--- config.mk ---
export PLATFORM = sky130hd
export DESIGN_NAME = ser_ctrl_regs
export DESIGN_NICKNAME = d
export VERILOG_FILES = /design/src/rtl/ser_ctrl_pkg.sv /design/src/rtl/ser_addr_dec.sv /design/src/rtl/ser_mask_reg.sv /design/src/rtl/ser_stat_flags.sv /design/src/rtl/ser_rd_mux.sv /design/src/rtl/ser_ctrl_regs.sv
export SDC_FILE = /design/constraint.sdc
export NUM_CORES = 1
export LEC_CHECK = 0
export BUFFER_PORTS_ARGS = -buffer_cell sky130_fd_sc_hd__buf_4
export CORE_ASPECT_RATIO = 0.75
export CORE_MARGIN = 4
export CORE_UTILIZATION = 41
export DETAILED_ROUTE_END_ITERATION = 6
export GPL_TIMING_DRIVEN = 0
export PLACE_DENSITY_LB_ADDON = 0.05
export SLEW_MARGIN = 0
export SYNTH_ARGS = -nofsm -noshare
export SYNTH_HDL_FRONTEND = slang
export SYNTH_SLANG_ARGS = --single-unit
--- constraint.sdc ---
create_clock -name clk -period 1.1 [get_ports clk]
set_input_delay 0.22 -clock clk [delete_from_list [all_inputs] [get_ports clk]]
set_output_delay 0.22 -clock clk [all_outputs]
set_load 0.01 [all_outputs]
--- src/rtl/ser_ctrl_pkg.sv ---
package ser_ctrl_pkg;

   typedef enum logic [1:0] {
      SEL_NONE = 2'd0,
      SEL_MODE = 2'd1,
      SEL_CTRL = 2'd2,
      SEL_STAT = 2'd3
   } reg_sel_e;

   // Status flag bit positions (decoded by software)
   localparam int FLG_TEND = 6;
   localparam int FLG_TDE  = 5;
   localparam int FLG_BRK  = 4;
   localparam int FLG_RDF  = 1;
   localparam int FLG_DR   = 0;

   // Control bit positions
   localparam int TX_EN_BIT  = 5;
   localparam int TX_IRQ_BIT = 7;

endpackage

--- src/rtl/ser_addr_dec.sv ---
module ser_addr_dec
   import ser_ctrl_pkg::*;
#(
   parameter int ADDR_W   = 6,
   parameter int MODE_OFS = 'h00,
   parameter int CTRL_OFS = 'h08,
   parameter int STAT_OFS = 'h10
) (
   input  logic [ADDR_W-1:0] addr,
   output reg_sel_e          sel
);

   localparam logic [ADDR_W-1:0] MODE_A = ADDR_W'(MODE_OFS);
   localparam logic [ADDR_W-1:0] CTRL_A = ADDR_W'(CTRL_OFS);
   localparam logic [ADDR_W-1:0] STAT_A = ADDR_W'(STAT_OFS);

   always_comb begin
      if (addr == MODE_A)      sel = SEL_MODE;
      else if (addr == CTRL_A) sel = SEL_CTRL;
      else if (addr == STAT_A) sel = SEL_STAT;
      else                     sel = SEL_NONE;
   end

endmodule

--- src/rtl/ser_mask_reg.sv ---
module ser_mask_reg #(
   parameter int              W    = 8,
   parameter logic [W-1:0]    MASK = '1,
   parameter logic [W-1:0]    RST  = '0
) (
   input  logic         clk,
   input  logic         rst_n,
   input  logic         we,
   input  logic [W-1:0] d,
   output logic [W-1:0] q
);

   for (genvar i = 0; i < W; i++) begin : g_bit
      if (MASK[i]) begin : g_store
         logic bit_q;
         always_ff @(posedge clk or negedge rst_n) begin
            if (!rst_n)  bit_q <= RST[i];
            else if (we) bit_q <= d[i];
         end
         assign q[i] = bit_q;
      end else begin : g_tie
         assign q[i] = 1'b0;
      end
   end

endmodule

--- src/rtl/ser_stat_flags.sv ---
module ser_stat_flags #(
   parameter int           W        = 8,
   parameter logic [W-1:0] IMPL     = 8'h73,
   parameter logic [W-1:0] RST      = 8'h60
) (
   input  logic         clk,
   input  logic         rst_n,
   input  logic [W-1:0] set_vec,
   input  logic [W-1:0] clr_vec,
   output logic [W-1:0] q
);

   for (genvar i = 0; i < W; i++) begin : g_flag
      if (IMPL[i]) begin : g_store
         logic f_q;
         always_ff @(posedge clk or negedge rst_n) begin
            if (!rst_n)          f_q <= RST[i];
            else if (set_vec[i]) f_q <= 1'b1;   // hardware set wins
            else if (clr_vec[i]) f_q <= 1'b0;
         end
         assign q[i] = f_q;
      end else begin : g_tie
         assign q[i] = 1'b0;
      end
   end

endmodule

--- src/rtl/ser_rd_mux.sv ---
module ser_rd_mux
   import ser_ctrl_pkg::*;
#(
   parameter int W = 8
) (
   input  logic         rd,
   input  reg_sel_e     sel,
   input  logic [W-1:0] mode_q,
   input  logic [W-1:0] ctrl_q,
   input  logic [W-1:0] stat_q,
   output logic [W-1:0] rdata
);

   always_comb begin
      rdata = '0;
      if (rd) begin
         unique case (sel)
            SEL_MODE: rdata = mode_q;
            SEL_CTRL: rdata = ctrl_q;
            SEL_STAT: rdata = stat_q;
            default:  rdata = '0;
         endcase
      end
   end

endmodule

--- src/rtl/ser_ctrl_regs.sv ---
module ser_ctrl_regs
   import ser_ctrl_pkg::*;
#(
   parameter int ADDR_W    = 6,
   parameter int DATA_W    = 8,
   parameter int MODE_OFS  = 'h00,
   parameter int CTRL_OFS  = 'h08,
   parameter int STAT_OFS  = 'h10,
   parameter int MODE_MASK = 'h7B,
   parameter int CTRL_MASK = 'hFA,
   parameter int CTRL_RST  = 'h20
) (
   input  logic              clk,
   input  logic              rst_n,
   input  logic [ADDR_W-1:0] bus_addr,
   input  logic [DATA_W-1:0] bus_wdata,
   input  logic              bus_wr,
   input  logic              bus_rd,
   output logic [DATA_W-1:0] bus_rdata,
   input  logic              brk_evt,
   input  logic              rx_full_evt,
   input  logic              rx_rdy_evt,
   output logic [DATA_W-1:0] mode_val,
   output logic [DATA_W-1:0] ctrl_val,
   output logic              tx_irq,
   output logic              flag_txend,
   output logic              flag_txempty,
   output logic              flag_brk,
   output logic              flag_rxfull,
   output logic              flag_rdy
);

   localparam logic [DATA_W-1:0] STAT_IMPL =
      DATA_W'((1 << FLG_TEND) | (1 << FLG_TDE) | (1 << FLG_BRK) |
              (1 << FLG_RDF)  | (1 << FLG_DR));
   localparam logic [DATA_W-1:0] STAT_RST =
      DATA_W'((1 << FLG_TEND) | (1 << FLG_TDE));
   localparam int ADDR_SPAN = 1 << ADDR_W;

   // Elaboration-time parameter checks
   if (DATA_W < 8) begin : g_chk_dw
      $error("ser_ctrl_regs: DATA_W must be at least 8");
   end
   if (MODE_OFS >= ADDR_SPAN || CTRL_OFS >= ADDR_SPAN || STAT_OFS >= ADDR_SPAN) begin : g_chk_ofs
      $error("ser_ctrl_regs: register offset outside address range");
   end
   if (MODE_OFS == CTRL_OFS || MODE_OFS == STAT_OFS || CTRL_OFS == STAT_OFS) begin : g_chk_dup
      $error("ser_ctrl_regs: register offsets must differ");
   end
   if (((CTRL_MASK >> TX_EN_BIT) & 1) == 0 || ((CTRL_MASK >> TX_IRQ_BIT) & 1) == 0) begin : g_chk_cm
      $error("ser_ctrl_regs: control mask must keep enable and interrupt bits");
   end

   reg_sel_e          sel;
   logic              wr_mode, wr_ctrl, wr_stat, rd_stat, reload;
   logic [DATA_W-1:0] stat_q, set_vec, clr_vec;

   ser_addr_dec #(
      .ADDR_W   (ADDR_W),
      .MODE_OFS (MODE_OFS),
      .CTRL_OFS (CTRL_OFS),
      .STAT_OFS (STAT_OFS)
   ) u_dec (
      .addr (bus_addr),
      .sel  (sel)
   );

   assign wr_mode = bus_wr && (sel == SEL_MODE);
   assign wr_ctrl = bus_wr && (sel == SEL_CTRL);
   assign wr_stat = bus_wr && (sel == SEL_STAT);
   assign rd_stat = bus_rd && (sel == SEL_STAT);

   ser_mask_reg #(
      .W    (DATA_W),
      .MASK (DATA_W'(MODE_MASK)),
      .RST  ('0)
   ) u_mode (
      .clk   (clk),
      .rst_n (rst_n),
      .we    (wr_mode),
      .d     (bus_wdata),
      .q     (mode_val)
   );

   ser_mask_reg #(
      .W    (DATA_W),
      .MASK (DATA_W'(CTRL_MASK)),
      .RST  (DATA_W'(CTRL_RST))
   ) u_ctrl (
      .clk   (clk),
      .rst_n (rst_n),
      .we    (wr_ctrl),
      .d     (bus_wdata),
      .q     (ctrl_val)
   );

   // A status read re-arms the transmit flags only when no write shares the cycle
   assign reload = rd_stat && !wr_stat && ctrl_val[TX_EN_BIT];

   always_comb begin
      set_vec           = '0;
      set_vec[FLG_TEND] = reload || (wr_ctrl && !bus_wdata[TX_EN_BIT]);
      set_vec[FLG_TDE]  = reload;
      set_vec[FLG_BRK]  = brk_evt;
      set_vec[FLG_RDF]  = rx_full_evt;
      set_vec[FLG_DR]   = rx_rdy_evt;
   end

   assign clr_vec = wr_stat ? ~bus_wdata : '0;

   ser_stat_flags #(
      .W    (DATA_W),
      .IMPL (STAT_IMPL),
      .RST  (STAT_RST)
   ) u_stat (
      .clk     (clk),
      .rst_n   (rst_n),
      .set_vec (set_vec),
      .clr_vec (clr_vec),
      .q       (stat_q)
   );

   ser_rd_mux #(
      .W (DATA_W)
   ) u_rmux (
      .rd     (bus_rd),
      .sel    (sel),
      .mode_q (mode_val),
      .ctrl_q (ctrl_val),
      .stat_q (stat_q),
      .rdata  (bus_rdata)
   );

   assign tx_irq       = ctrl_val[TX_IRQ_BIT];
   assign flag_txend   = stat_q[FLG_TEND];
   assign flag_txempty = stat_q[FLG_TDE];
   assign flag_brk     = stat_q[FLG_BRK];
   assign flag_rxfull  = stat_q[FLG_RDF];
   assign flag_rdy     = stat_q[FLG_DR];

endmodule

==> flow_metrics.env, run 1 <==
export IMPL_outcome="finished, violations left"
export IMPL_violations="setup timing"
export IMPL_rsz0062_at_grt="yes"
export IMPL_gr_usage_all_layers_pct=17.62
export IMPL_routedWlPerCell_um=14.28
export IMPL_area_growth_syn_to_layout_pct=69.99
export IMPL_hp_start="bus_wdata[5]"
export IMPL_r2r_start="u_ctrl.g_bit[5].g_store.bit_q"
export IMPL_max_cap_violations=0
export IMPL_fin_cells=199
export IMPL_worstSetupStartpoint="u_stat.g_flag[6].g_store.f_q"
export IMPL_powerDensity_nw_per_um2=1014
export IMPL_use_met1_pct=20.00
export IMPL_syn_area_um2=1042
export IMPL_synth_avg_cell_area_um2=10.74
export IMPL_finalPower_mw=1.796
export IMPL_synth_top_area_share_pct=33.61
export IMPL_synth_warnings=0
export IMPL_cts_root_buf="clkbuf_4"
export IMPL_diodes=0
export IMPL_die_area_um2=3421
export IMPL_fin_skew_ns=0.004121
export IMPL_leakagePower_nw=0.8604
export IMPL_fillers=183
export IMPL_reg2reg_to="u_stat.g_flag[6].g_store.f_q"
export IMPL_crit_required_ns=0.88
export IMPL_critical_path_class="reg2out"
export IMPL_worstRegToRegCells=4
export IMPL_clkLatencyLatePin_ns=0.29
export IMPL_cp_cell_sequence="mux2i_1, o22a_1, nor2_1, buf_4"
export IMPL_grt_pass1_vias=998
export IMPL_antenna_found_initial=0
export IMPL_drt_iter0_markers=14
export IMPL_cts_tree="yes"
export IMPL_whs_path_depth=2
export IMPL_grt_first_pass_wirelength_um=4567
export IMPL_end_kind="primary output"
export IMPL_htree_levels=1
export IMPL_use_met3_pct=5.400
export IMPL_grt_overflow=0
export IMPL_firstDrtPassIters=4
export IMPL_ioPinCount=51
export IMPL_maxSlewViolCount=0
export IMPL_finalCritPeriodShare_pct=139.8
export IMPL_yosysSeqAreaShare_pct=41.18
export IMPL_setup_slack_ns=-0.4383
export IMPL_post_route_drc_count=0
export IMPL_num_rows=15
export IMPL_hp_class="in2reg"
export IMPL_cts_made_buffers=3
export IMPL_via_per_inst=4.784
export IMPL_rrSetupSlack_ns=-0.09
export IMPL_cts_max_path_buffers=2
export IMPL_met2_usage_pct=33.77
export IMPL_cts_sinks=17
export IMPL_critPathLaunchType="register"
export IMPL_synth_seq_cells=17
export IMPL_cp_slowest_cell="dfstp_2"
export IMPL_layout_min_cycle_time_ns=1.538
export IMPL_routabilityCongestion=0.8203
export IMPL_finalHoldViolCount=0
export IMPL_grt_busiest_layer="met2"
export IMPL_portBuffers=43
export IMPL_synth_area_top_cells="dfrtp_1, buf_4, mux2_4"
export IMPL_core_um2=2365
export IMPL_vias=952
export IMPL_peakVddDrop_mv=0.7482
export IMPL_die_h_um=51.67
export IMPL_critPathMaxStageDelay_ns=0.54
export IMPL_min_delay_worst_endpoint="u_stat.g_flag[6].g_store.f_q"
export IMPL_cp_max_fo=2
export IMPL_placed_cells=178
export IMPL_netlist_instances=97
export IMPL_synth_top_cell_by_area="dfrtp_1"
export IMPL_setup_violations=38
export IMPL_cts_clk_slew_worst_paths_ns=0.10
export IMPL_antenna_left=0
export IMPL_synthDistinctLibCells=25
export IMPL_arrival_ns=1.32
export IMPL_nets=187
export IMPL_start_util_pct=44.07
export IMPL_die_width_um=66.22
export IMPL_dp_final_hpwl_um=1933
export IMPL_grt_max_degree=18
export IMPL_fmax_mhz=650.1
export IMPL_wl_um=2841
export IMPL_drive_gt1_share_pct=64.85
[layer usage]
layer	vias to the layer above	wire length, um
li1	457	-
met1	460	1171
met2	33	1456
met3	2	204
met4	0	9
met5	-	0
[critical path, delay by kind of cell (launching register included)]
kind / cells / cell delay [ns]
and+or+nand+nor: 1 / 0.09
buffers and inverters: 1 / 0.13
DFF: 1 / 0.54
AOI/OAI and AO/OA: 1 / 0.20
muxes: 1 / 0.07
[area by class of cell]
cell class / count / area (um^2) / area share, %
tap: 34 / 42.54 / 2.401
timing repair buffer: 63 / 591.8 / 33.40
buffer: 18 / 167.7 / 9.463
multi-input combinational: 63 / 514.2 / 29.03
sequential: 17 / 429.2 / 24.22
clock buffer: 4 / 26.28 / 1.483
[cell usage after synthesis (all sizes together)]
cell type,n
o22a,4
nand2,7
mux2i,6
clkbuf,1
nor2,12
or4,1
o211ai,1
nand3,2
buf,20
dfstp,3
nor4bb,1
and4b,1
o31ai,2
mux2,12
nor3,3
dfrtp,14
nor4,1
a21oi,3
nand3b,1
conb,1
nand4b,1
[per-stage QoR]
| step | setup TNS (ns) | hold WS [ns] | setup WS (ns) | area [um^2] | utilization (%) |
|---|---|---|---|---|---|
| finish | -5.536 | 0.1527 | -0.4383 | 1772 | 74.92 |
| global route | -7.273 | 0.1533 | -0.5364 | 1772 | 74.92 |
| CTS | -5.008 | 0.1295 | -0.4365 | 1692 | 71.53 |
| detailed placement | -9.354 | 0.09709 | -0.5155 | 1446 | 61.16 |
| global placement | -9.227 | 0.1008 | -0.5137 | 1446 | 61.16 |
| floorplan | -2.834 | -0.07559 | -0.2476 | 1081 | - |
[cells by family (layout without fill, tap and decap cells)]
| kind of cell | Yosys count | after routing | share of synthesized area (%) |
|---|---|---|---|
| AOI/OAI and AO/OA | 10 | 10 | 6.962 |
| buffers and inverters | 21 | 85 | 14.65 |
| DFF | 17 | 17 | 41.18 |
| muxes | 18 | 18 | 20.89 |
| other | 1 | 5 | 0.3598 |
| and+or+nand+nor | 30 | 30 | 15.97 |
[flip-flops by register name, summed over array words and instances, names as in the netlist]
name / flops
u_ctrl.g_bit.g_store.bit_q: 6
u_mode.g_bit.g_store.bit_q: 6
u_stat.g_flag.g_store.f_q: 5
[worst max-delay path by stage]
| stage | to | slack [ns] | depth (start not counted) |
|---|---|---|---|
| floorplan | u_ctrl.g_bit[1].g_store.bit_q | -0.25 | 4 |
| finish | bus_rdata[6] | -0.44 | 4 |
| detailed placement | bus_rdata[0] | -0.52 | 5 |
| global placement | bus_rdata[0] | -0.51 | 5 |
| CTS | bus_rdata[6] | -0.44 | 4 |
| global route | bus_rdata[6] | -0.54 | 4 |
[what timing repair did]
action / in CTS / in global routing
endpoints found under the setup margin: 33 / 39
resized for setup: 31 / 19
hold endpoints to repair: 14 / 0
pin swaps: 4 / 3
hold buffers: 1 / 0
setup buffers: 13 / 9
[cells in the final DEF, fill, tap and decap left out]
| master | instances |
|---|---|
| nor2_2 | 2 |
| mux2_2 | 6 |
| buf_2 | 1 |
| a21oi_1 | 3 |
| clkbuf_2 | 1 |
| nor4bb_1 | 1 |
| nand3_1 | 1 |
| nor4_4 | 1 |
| clkbuf_1 | 1 |
| dlygate4sd3_1 | 1 |
| nand2_4 | 1 |
| nand3b_1 | 1 |
| buf_6 | 39 |
| conb_1 | 5 |
| mux2_4 | 6 |
| nand4b_1 | 1 |
| o22a_1 | 4 |
| o211ai_1 | 1 |
| mux2i_1 | 6 |
| nor3_2 | 3 |
| clkbuf_4 | 3 |
| or4_4 | 1 |
| dfrtp_1 | 14 |
| o31ai_1 | 2 |
| dfstp_2 | 3 |
| and4b_1 | 1 |
| nand3_4 | 1 |
| buf_4 | 38 |
| buf_8 | 1 |
| nor2_1 | 10 |
| nand2_1 | 6 |
[power breakdown]
group | switching (mW) | internal [mW] | leakage, nW
Sequential | 0.0515 | 0.699 | 0.204
Combinational | 0.243 | 0.471 | 0.642
Clock | 0.190 | 0.141 | 0.0150
Power figures use the tool's default switching activity.
==> run 2, diff against run 1 <==
- PLACE_DENSITY: unset -> 0.74
- PLACE_DENSITY_LB_ADDON: 0.05 -> unset
==> run 2 against run 1 <==
Net effect:
- clock power about the same
- die area did not move
- largest power group unchanged
- critical endpoint is now bus_rdata[5]
- global-route usage up 0.54 points
- the run still ends with setup timing left
==> flow_metrics.env, run 2 (same netlist as run 1, synthesis figures left out) <==
export IMPL_critical_path_class="reg2out"
export IMPL_grt_max_degree=18
export IMPL_die_width_um=66.22
export IMPL_peakVddDrop_mv=0.9145
export IMPL_worstSetupStartpoint="u_stat.g_flag[5].g_store.f_q"
export IMPL_cts_root_buf="clkbuf_4"
export IMPL_r2r_start="u_ctrl.g_bit[5].g_store.bit_q"
export IMPL_grt_first_pass_wirelength_um=4747
export IMPL_end_kind="primary output"
export IMPL_post_route_drc_count=0
export IMPL_p_sw_uw=490.2
export IMPL_hold_ws_ns=0.1265
export IMPL_fin_util_pct=75.66
export IMPL_die_area_um2=3421
export IMPL_vias=957
export IMPL_cts_made_buffers=3
export IMPL_firstDrtPassIters=4
export IMPL_die_h_um=51.67
export IMPL_arrival_ns=1.36
export IMPL_drive_gt1_share_pct=65.66
export IMPL_violations="setup timing"
export IMPL_layout_common_cells="buf_6, buf_4, dfrtp_1"
export IMPL_via_per_inst=4.785
export IMPL_cts_tree="yes"
export IMPL_drt_iter0_markers=30
export IMPL_setup_violations=38
export IMPL_clkPwrFrac_pct=18.1
export IMPL_antenna_left=0
export IMPL_dp_final_hpwl_um=2000
export IMPL_area_growth_syn_to_layout_pct=71.67
export IMPL_internal_power_mw=1.327
export IMPL_netSwitchingFraction_pct=26.98
export IMPL_wl_um=2976
export IMPL_fmax_mhz=634.0
export IMPL_finalHoldViolCount=0
export IMPL_grt_overflow=0
export IMPL_cts_clk_slew_worst_paths_ns=0.09
export IMPL_nets=188
export IMPL_p_comb_share_pct=40.3
export IMPL_place_area_um2=1446
export IMPL_diodes=0
export IMPL_hp_class="in2reg"
export IMPL_cp_cell_sequence="mux2i_1, o22a_1, nor2_2, buf_4"
export IMPL_fin_skew_ns=0.003666
export IMPL_routabilityCongestion=0.7218
export IMPL_reg2reg_to="u_stat.g_flag[6].g_store.f_q"
export IMPL_core_um2=2365
export IMPL_grt_pass1_vias=1027
export IMPL_start_util_pct=44.07
export IMPL_critPathMaxStageDelay_ns=0.56
export IMPL_outcome="finished, violations left"
export IMPL_setup_slack_ns=-0.4772
export IMPL_critPathCapture="bus_rdata[5]"
export IMPL_top_regs="u_ctrl.g_bit.g_store.bit_q (6), u_mode.g_bit.g_store.bit_q (6), u_stat.g_flag.g_store.f_q (5)"
export IMPL_portBuffers=43
export IMPL_htree_levels=1
export IMPL_cp_max_fo=2
export IMPL_fillers=171
export IMPL_num_rows=15
export IMPL_seqPwrFrac_pct=41.6
export IMPL_clkLatencyLatePin_ns=0.29
export IMPL_crit_required_ns=0.88
export IMPL_maxSlewViolCount=0
export IMPL_max_cap_violations=0
export IMPL_powerDensity_nw_per_um2=1016
export IMPL_cp_slowest_cell="dfstp_2"
export IMPL_layout_min_cycle_time_ns=1.577
export IMPL_leakagePower_nw=0.8678
export IMPL_critPathLaunchType="register"
export IMPL_cts_max_path_buffers=2
export IMPL_finalPower_mw=1.817
export IMPL_rrSetupSlack_ns=-0.08
export IMPL_gr_usage_all_layers_pct=18.16
export IMPL_rsz0062_at_grt="yes"
export IMPL_fin_area_um2=1789
export IMPL_antenna_found_initial=0
export IMPL_routedWlPerCell_um=14.88
export IMPL_ioPinCount=51
export IMPL_cts_sinks=17
export IMPL_finalCritPeriodShare_pct=143.4
export IMPL_layout_commonest_cell="buf_6"
export IMPL_worstRegToRegCells=4
## run 2: power by group through the flow
stage / clock (mW) / sequential, mW / combinational (mW)
2_1_floorplan: 0 / 0.756 / 0.288
3_3_place_gp: 0 / 0.762 / 0.494
6_report: 0.329 / 0.756 / 0.732
4_1_cts: 0.347 / 0.754 / 0.714
3_5_place_dp: 0 / 0.767 / 0.503
5_1_grt: 0.360 / 0.764 / 0.791
## run 2: per-stage QoR
stage | TNS [ns] | instances | setup slack [ns]
floorplan | -2.834 | 101 | -0.2476
global placement | -9.138 | 178 | -0.4989
finish | -6.096 | 200 | -0.4772
global route | -7.351 | 200 | -0.5154
CTS | -5.122 | 198 | -0.4598
detailed placement | -9.355 | 178 | -0.5098
## run 2: per-layer routing
layer	GRT usage, %	up-vias	wire (um)	share of wire, %
met5	0	-	0	0
li1	-	455	-	-
met1	21.02	460	1155	39
met3	6.695	2	279	9.4
met4	1.014	0	15	0.50
met2	33.44	40	1525	51
## run 2: worst min path at each step
| stage | from | to | slack [ns] | depth (start not counted) |
|---|---|---|---|---|
| 3_5_place_dp | rst_n | u_mode.g_bit[6].g_store.bit_q | 0.1 | 1 |
| 3_3_place_gp | rst_n | u_ctrl.g_bit[6].g_store.bit_q | 0.1 | 1 |
| 4_1_cts | bus_wdata[5] | u_stat.g_flag[6].g_store.f_q | 0.12 | 2 |
| 6_report | bus_wdata[5] | u_stat.g_flag[6].g_store.f_q | 0.13 | 2 |
| 2_1_floorplan | rst_n | u_ctrl.g_bit[1].g_store.bit_q | -0.08 | 0 |
| 5_1_grt | bus_wdata[5] | u_stat.g_flag[6].g_store.f_q | 0.13 | 2 |
## run 2: final cells by class
cell class	instances	area, um^2	area share (%)
well taps	34	42.54	2.378
multi-input cells	63	520.5	29.09
clock buffers	4	26.28	1.469
repair buffers	67	636.9	35.59
flip-flops and latches	17	429.2	23.99
plain buffers	15	133.9	7.482
## run 2: critical path, delay by kind of cell, from the launching register on
family          cells  cell delay (ns)
buf+inv             1             0.13
flops               1             0.56
mux                 1             0.07
simple gates        1             0.12
compound gates      1             0.20
## run 2: repair_timing
item                                   in CTS  in global routing
setup endpoints to repair                  35                 38
pin swaps                                   6                  6
resized for setup                          40                 17
hold buffers                                1                  0
endpoints found under the hold margin      14                  0
setup buffers                              17                 11
